==> src/rtl/serial_port_pkg.sv <==
package serial_port_pkg;
  // word index (byte offset >> 2) of each register
  localparam logic [9:0] IDX_CTRL0 = 10'h000;
  localparam logic [9:0] IDX_CTRL1 = 10'h001;
  localparam logic [9:0] IDX_DATA  = 10'h002;
  localparam logic [9:0] IDX_STAT  = 10'h003;
  localparam logic [9:0] IDX_PRESC = 10'h004;
  localparam logic [9:0] IDX_IMASK = 10'h005;
  localparam logic [9:0] IDX_IRAW  = 10'h006;
  localparam logic [9:0] IDX_IMSK  = 10'h007;
  localparam logic [6:0] ID_PAGE   = 7'h7F;   // byte offsets 0xFE0..0xFFF

  localparam int B_LOOP = 0;
  localparam int B_EN   = 1;

  // mask of the low (field+1) bits
  function automatic logic [31:0] size_mask(input logic [3:0] field);
    return (32'd1 << (32'(field) + 32'd1)) - 32'd1;
  endfunction

  // half period of the serial clock, clamped to at least 2 system clocks
  function automatic logic [7:0] half_period(input logic [7:0] ps);
    return (ps < 8'd2) ? 8'd2 : ps;
  endfunction
endpackage

==> src/rtl/sp_fifo.sv <==
module sp_fifo #(
  parameter int WIDTH = 16,
  parameter int DEPTH = 8,
  localparam int PW = (DEPTH > 1) ? $clog2(DEPTH) : 1,
  localparam int CW = $clog2(DEPTH + 1)
) (
  input  logic             clk,
  input  logic             rst_n,
  input  logic             push,
  input  logic [WIDTH-1:0] wdata,
  input  logic             pop,
  output logic [WIDTH-1:0] head,
  output logic [CW-1:0]    count,
  output logic             empty,
  output logic             full
);
  logic [WIDTH-1:0] mem [DEPTH];
  logic [PW-1:0]    wp, rp;
  logic             do_push, do_pop;

  assign empty   = (count == '0);
  assign full    = (count == CW'(DEPTH));
  assign do_push = push && !full;
  assign do_pop  = pop && !empty;
  assign head    = mem[rp];

  function automatic logic [PW-1:0] bump(input logic [PW-1:0] p);
    return (p == PW'(DEPTH - 1)) ? '0 : p + 1'b1;
  endfunction

  always_ff @(posedge clk) begin
    if (do_push) mem[wp] <= wdata;
  end

  always_ff @(posedge clk or negedge rst_n) begin
    if (!rst_n) begin
      wp <= '0; rp <= '0; count <= '0;
    end else begin
      if (do_push) wp <= bump(wp);
      if (do_pop)  rp <= bump(rp);
      if (do_push && !do_pop)      count <= count + 1'b1;
      else if (do_pop && !do_push) count <= count - 1'b1;
    end
  end

  assert_no_overflow_R3: assert property (@(posedge clk) disable iff (!rst_n)
    count <= CW'(DEPTH));
  assert_empty_pop_R4: assert property (@(posedge clk) disable iff (!rst_n)
    (pop && empty && !push) |=> (count == '0));
endmodule

==> src/rtl/sp_shifter.sv <==
module sp_shifter #(
  parameter int WORD_W = 16,
  parameter int PS_W   = 8,
  localparam int NB_W  = $clog2(WORD_W + 1)
) (
  input  logic              clk,
  input  logic              rst_n,
  input  logic              start,
  input  logic [WORD_W-1:0] word,
  input  logic [NB_W-1:0]   nbits,
  input  logic [PS_W-1:0]   half,
  input  logic              lpbk,
  input  logic              more,
  input  logic              miso,
  output logic              active,
  output logic              done,
  output logic [WORD_W-1:0] rx_word,
  output logic              sclk,
  output logic              mosi,
  output logic              cs_n
);
  logic [WORD_W-1:0] sreg, rsreg, wkeep;
  logic [PS_W-1:0]   cnt, half_q;
  logic [NB_W-1:0]   left;
  logic              lp_q, edge_now;

  assign edge_now = active && (cnt == half_q - 1'b1);
  assign done     = edge_now && sclk && (left == '0);
  assign rx_word  = lp_q ? wkeep : rsreg;
  assign mosi     = sreg[WORD_W-1];

  always_ff @(posedge clk or negedge rst_n) begin
    if (!rst_n) begin
      active <= 1'b0; sclk <= 1'b0; cs_n <= 1'b1; cnt <= '0; half_q <= PS_W'(2);
      left <= '0; sreg <= '0; rsreg <= '0; wkeep <= '0; lp_q <= 1'b0;
    end else if (start) begin
      active <= 1'b1;
      cnt    <= '0;
      sclk   <= 1'b0;
      cs_n   <= 1'b0;
      sreg   <= word << (NB_W'(WORD_W) - nbits);
      rsreg  <= '0;
      wkeep  <= word;
      left   <= nbits - 1'b1;
      half_q <= half;
      lp_q   <= lpbk;
    end else if (active) begin
      cnt <= edge_now ? '0 : cnt + 1'b1;
      if (edge_now) begin
        if (!sclk) begin
          sclk  <= 1'b1;
          rsreg <= {rsreg[WORD_W-2:0], miso};
        end else if (left == '0) begin
          active <= 1'b0;
          sclk   <= 1'b0;
          cs_n   <= !more;
        end else begin
          sclk <= 1'b0;
          sreg <= sreg << 1;
          left <= left - 1'b1;
        end
      end
    end else if (!more) begin
      cs_n <= 1'b1;
    end
  end

  assert_cs_word_R10: assert property (@(posedge clk) disable iff (!rst_n)
    active |-> !cs_n);
  assert_sclk_idle_R9: assert property (@(posedge clk) disable iff (!rst_n)
    !active |-> !sclk);
endmodule

==> src/rtl/serial_port_ctrl.sv <==
module serial_port_ctrl
  import serial_port_pkg::*;
#(
  parameter int          DEPTH    = 8,
  parameter int          WORD_W   = 16,
  parameter logic [63:0] ID_BYTES = 64'h3CA5_0FE1_0007_2491,
  localparam int         CW       = $clog2(DEPTH + 1),
  localparam int         NB_W     = $clog2(WORD_W + 1),
  localparam int         HALF     = DEPTH / 2
) (
  input  logic        clk,
  input  logic        rst_n,
  input  logic        bus_sel,
  input  logic        bus_wr,
  input  logic [11:0] bus_addr,
  input  logic [31:0] bus_wdata,
  output logic [31:0] bus_rdata,
  output logic        irq,
  output logic        spi_sclk,
  output logic        spi_mosi,
  input  logic        spi_miso,
  output logic        spi_cs_n
);
  logic [15:0] cr0;
  logic [3:0]  cr1, imask;
  logic [7:0]  presc;
  logic [9:0]  widx;
  logic        wr_hit, rd_data;
  logic [WORD_W-1:0] wmask, tx_head, rx_head, rx_word;
  logic [CW-1:0]     tx_cnt, rx_cnt;
  logic tx_empty, tx_full, rx_empty, rx_full;
  logic shift_start, shift_active, shift_done, more, busy;
  logic sh_sclk, sh_mosi, sh_cs_n;
  logic [3:0] iraw;

  assign widx    = bus_addr[11:2];
  assign wr_hit  = bus_sel && bus_wr;
  assign rd_data = bus_sel && !bus_wr && (widx == IDX_DATA);
  assign wmask   = WORD_W'(size_mask(cr0[3:0]));

  always_ff @(posedge clk or negedge rst_n) begin
    if (!rst_n) begin
      cr0 <= 16'd7; cr1 <= '0; presc <= '0; imask <= '0;
    end else if (wr_hit) begin
      case (widx)
        IDX_CTRL0: cr0   <= bus_wdata[15:0];
        IDX_CTRL1: cr1   <= bus_wdata[3:0];
        IDX_PRESC: presc <= bus_wdata[7:0];
        IDX_IMASK: imask <= bus_wdata[3:0];
        default: ;
      endcase
    end
  end

  sp_fifo #(.WIDTH(WORD_W), .DEPTH(DEPTH)) i_txq (
    .clk, .rst_n,
    .push(wr_hit && (widx == IDX_DATA)), .wdata(bus_wdata[WORD_W-1:0] & wmask),
    .pop(shift_start), .head(tx_head), .count(tx_cnt), .empty(tx_empty), .full(tx_full));

  sp_fifo #(.WIDTH(WORD_W), .DEPTH(DEPTH)) i_rxq (
    .clk, .rst_n,
    .push(shift_done), .wdata(rx_word & wmask),
    .pop(rd_data), .head(rx_head), .count(rx_cnt), .empty(rx_empty), .full(rx_full));

  assign more        = cr1[B_EN] && !tx_empty;
  assign shift_start = more && !rx_full && !shift_active;
  assign busy        = !tx_empty || shift_active;

  sp_shifter #(.WORD_W(WORD_W), .PS_W(8)) i_shift (
    .clk, .rst_n, .start(shift_start), .word(tx_head),
    .nbits(NB_W'(cr0[3:0]) + 1'b1), .half(half_period(presc)),
    .lpbk(cr1[B_LOOP]), .more(more), .miso(spi_miso),
    .active(shift_active), .done(shift_done), .rx_word(rx_word),
    .sclk(sh_sclk), .mosi(sh_mosi), .cs_n(sh_cs_n));

  assign spi_sclk = sh_sclk && !cr1[B_LOOP];
  assign spi_mosi = sh_mosi && !cr1[B_LOOP];
  assign spi_cs_n = sh_cs_n || cr1[B_LOOP];

  assign iraw = {tx_cnt <= CW'(HALF), rx_cnt >= CW'(HALF), 2'b00};
  assign irq  = |(iraw & imask);

  always_comb begin
    bus_rdata = '0;
    if (bus_addr[11:5] == ID_PAGE) begin
      bus_rdata = {24'd0, ID_BYTES[8*bus_addr[4:2] +: 8]};
    end else begin
      case (widx)
        IDX_CTRL0: bus_rdata = {16'd0, cr0};
        IDX_CTRL1: bus_rdata = {28'd0, cr1};
        IDX_DATA:  bus_rdata = rx_empty ? '0 : 32'(rx_head);
        IDX_STAT:  bus_rdata = {27'd0, busy, rx_full, !rx_empty, !tx_full, tx_empty};
        IDX_PRESC: bus_rdata = {24'd0, presc};
        IDX_IMASK: bus_rdata = {28'd0, imask};
        IDX_IRAW:  bus_rdata = {28'd0, iraw};
        IDX_IMSK:  bus_rdata = {28'd0, iraw & imask};
        default:   bus_rdata = '0;
      endcase
    end
  end

  assert_rx_stall_R7: assert property (@(posedge clk) disable iff (!rst_n)
    shift_start |-> (cr1[B_EN] && (rx_cnt < CW'(DEPTH))));
  assert_rx_slot_R7: assert property (@(posedge clk) disable iff (!rst_n)
    shift_done |-> !rx_full);
  assert_loop_pins_R8: assert property (@(posedge clk) disable iff (!rst_n)
    (cr1[B_LOOP] && shift_active) |=> $stable(spi_cs_n) || !cr1[B_LOOP]);
endmodule

==> config.mk <==
export PLATFORM = sky130hd
export DESIGN_NAME = serial_port_ctrl
export DESIGN_NICKNAME = d
export VERILOG_FILES = /design/src/rtl/serial_port_pkg.sv /design/src/rtl/sp_fifo.sv /design/src/rtl/sp_shifter.sv /design/src/rtl/serial_port_ctrl.sv
export SDC_FILE = /design/constraint.sdc
export NUM_CORES = 1
export LEC_CHECK = 0
export BUFFER_PORTS_ARGS = -buffer_cell sky130_fd_sc_hd__buf_2
export CAP_MARGIN = 20
export CORE_UTILIZATION = 45
export DETAILED_ROUTE_END_ITERATION = 8
export SLEW_MARGIN = 30
export SYNTH_ARGS = -nofsm -noshare
export SYNTH_HDL_FRONTEND = slang
export SYNTH_SLANG_ARGS = --single-unit
==> constraint.sdc <==
create_clock -name clk -period 7.22 [get_ports clk]
set_input_delay 1.444 -clock clk [delete_from_list [all_inputs] [get_ports clk]]
set_output_delay 1.444 -clock clk [all_outputs]
set_load 0.02 [all_outputs]
==> flow_summary.ini <==
[die]
start_util_pct = 45.5
num_io_pins = 85
dieHeight_um = 203
num_rows = 73
core-area_mm2 = 0.0397
die_x_um = 203
dieArea_mm2 = 0.0410

[worst_setup_path]
cp_max_fo = 15
crit_required_ps = 5780
arrival_ps = 3980
reg2reg_slack_ps = 2920
worstSetupPathType = in -> out
cp-start-kind = input port
end_kind = output port

[power]
p_sw_w = 0.00111
max-vdd-ir-drop_mv = 0.172
p_int_w = 0.00372
leakage_nw = 7.24
power_w = 0.00483
switching_share_pct = 22.9
clkPwrFrac_pct = 44.0
sequentialPowerShare_pct = 49.8
p_comb_share_pct = 6.2
power_density_mw_per_mm2 = 239

[clock_tree]
cts_sinks = 381
cts.path.max_buffers = 3
cts_buffers = 42
cts_tree = built
cts_setup_buffers = 0
clock_latency_ps = 580
cts.hold.buffers_added = 0
cts_resized = 0
cts_htree_levels = 2
ctsRootBufferMaster = clkbuf_16
clkSlewWorstSetupHoldPaths_ps = 50

[job]
max_cap_viol_count = 0

[finish]
drive_above_1_share_pct = 20.2
syn2layout_area_growth_pct = 11.6
final_nets = 1453
fin_util_pct = 50.8
num_antenna_cells = 0
final_area_mm2 = 0.0202

[timing]
grt_setup_unrepaired = no
fin_skew_ps = 25.6
clock.fmax_mhz = 184
setup_viol = 0
drv_slew = 0
setup_tns_ps = 0
worstMarginPinSlew_ps = 938
hold_slack_ps = 491
period_share_pct = 75.2
post-route-min-period_ps = 5430
max-slew-margin-rel_pct = 37.2
hold_viol = 0

[global_routing]
grt_max_degree = 65
track_usage_pct = 21.4
antenna_found_initial = 0
grt_pass1_vias = 10900
grt.overflow.total = 0
grt_pass1_wl_mm = 66.3

[synthesis]
synthArstFlopShare_pct = 32.8
seq_area_frac_synth_pct = 59.8
synthCells = 1327
syn_avg_cell_area_um2 = 13.6
synthDistinctLibCells = 92
synthTopCellsByArea = edfxtp_1 42%, dfrtp_1 17%, mux4_2 6.6%, mux2i_1 4.3%, mux2_2 2.7%
yosysWarnings = 0
synth_seq_cells = 381
ys.flop_type = edfxtp_1
synth_area_mm2 = 0.0181
yosysTopAreaCell = edfxtp_1
synth_top_area_share_pct = 42.5
synth_edf_count = 256

[detailed_routing]
drc = 1
drtIter0Drc = 864
wire_per_inst_um = 22.4
drtAntennaViolNets = 0
num_vias = 11200
vias_per_cell = 5.81
dr.pass1.iters = 7
wirelength_mm = 43.2

[placed_design]
io_buffers = 50
gp_congestion = 0.898
dp_hpwl_mm = 28.1
dpl_cell_area_mm2 = 0.0188

[outcome]
status = complete, but fails checks
violations = DRC

[min_path]
hold_class = reg -> reg
## cell type report
| type | count | area [um2] |
|---|---|---|
| clock buffer | 56 | 1150 |
| clock inverter | 20 | 215 |
| fill | 3419 | 19500 |
| inverter | 21 | 78.8 |
| multi-input combinational | 851 | 6830 |
| sequential | 381 | 10800 |
| tap | 525 | 657 |
| timing repair buffer | 73 | 429 |
## logic make-up (layout without fill, tap and decap cells)
family                   count (synthesis)  count (layout)  share of synthesized area, %
flip-flops                             381             381                          59.8
AND/OR/NAND/NOR                        362             362                          10.2
AO/OA/AOI/OAI                          236             236                          9.23
multiplexers                           175             175                          13.7
buffers and inverters                  110             170                          3.20
adder cells (fa/ha/maj)                 34              34                          2.43
XOR/XNOR                                28              28                          1.36
other                                    1              16                        0.0207
## placed cells by master (no fill, tap or decap), drive strengths merged, types with 29 or more instances in the layout
cell type and count:
dfrtp 120, mux4 53, mux2i 79, nor2 75, edfxtp 256, nand3 29, ha 32, nand2 121
mux2 43, clkbuf 56, o21ai 51, a21oi 38, buf 73
## final timing paths
path                                    from          endpoint  cells past startpoint
max in group asynchronous              rst_n            cr1[1]                      2
min                         i_shift.wkeep[9]  i_shift.wkeep[9]                      2
max reg2reg                i_shift.half_q[1]    i_rxq.count[3]                     16
min in group asynchronous              rst_n    i_shift.cnt[1]                      1
max                              bus_addr[9]      bus_rdata[3]                      9
min reg2reg                 i_shift.wkeep[9]  i_shift.wkeep[9]                      2
## state kept, by name, summed over array words and instances, names as in the netlist
register        count
i_rxq.count         4
i_rxq.rp            3
presc               8
i_shift.left        5
i_rxq.mem         128
cr0                16
i_rxq.wp            3
i_shift.half_q      8
i_shift.rsreg      16
i_shift.wkeep      16
i_shift.active      1
i_txq.mem         128
i_txq.count         4
i_shift.sreg       16
i_shift.lp_q        1
i_shift.cs_n        1
i_shift.cnt         8
cr1                 4
i_shift.sclk        1
imask               4
i_txq.wp            3
i_txq.rp            3
## critical path: stages
cell and delay (ps):
buf_2 110, or4_4 540, nor4_4 290, nand2_2 160, a21oi_1 240, nand2_1 450
o21ai_0 370, a211o_1 200, buf_2 180
## cells in the mapped netlist (19+ instances only)
master	n
a21oi_1	37
a22o_1	22
buf_4	23
clkbuf_1	37
dfrtp_1	120
edfxtp_1	256
ha_1	32
inv_1	19
mux2_2	43
mux2i_1	77
mux4_2	53
nand2_1	120
nand3_1	27
nor2_1	74
nor2b_1	21
nor3_1	28
o21ai_0	50
## routing by layer
layer	GRT usage, %	part of all wire [%]
met4	5.72	1.7
met3	3.84	5.0
met5	0	0
met1	30.8	47
met2	33.4	46
## metrics by stage
step / cells / setup slack (ps)
after floorplan: 1342 / 2210
after global placement: 1851 / 1820
after detailed placement: 1851 / 1820
after CTS: 1927 / 1810
after global routing: 1927 / 1640
final: 1927 / 1790
## power by group through the flow
stage / Clock, W / Combinational, W / Sequential [W]
floorplan: 0 / 0.000227 / 0.00243
global placement: 0 / 0.000294 / 0.00245
detailed placement: 0 / 0.000300 / 0.00245
CTS: 0.00218 / 0.000301 / 0.00240
global route: 0.00226 / 0.000331 / 0.00241
finish: 0.00212 / 0.000300 / 0.00240
Power figures use the tool's default switching activity.
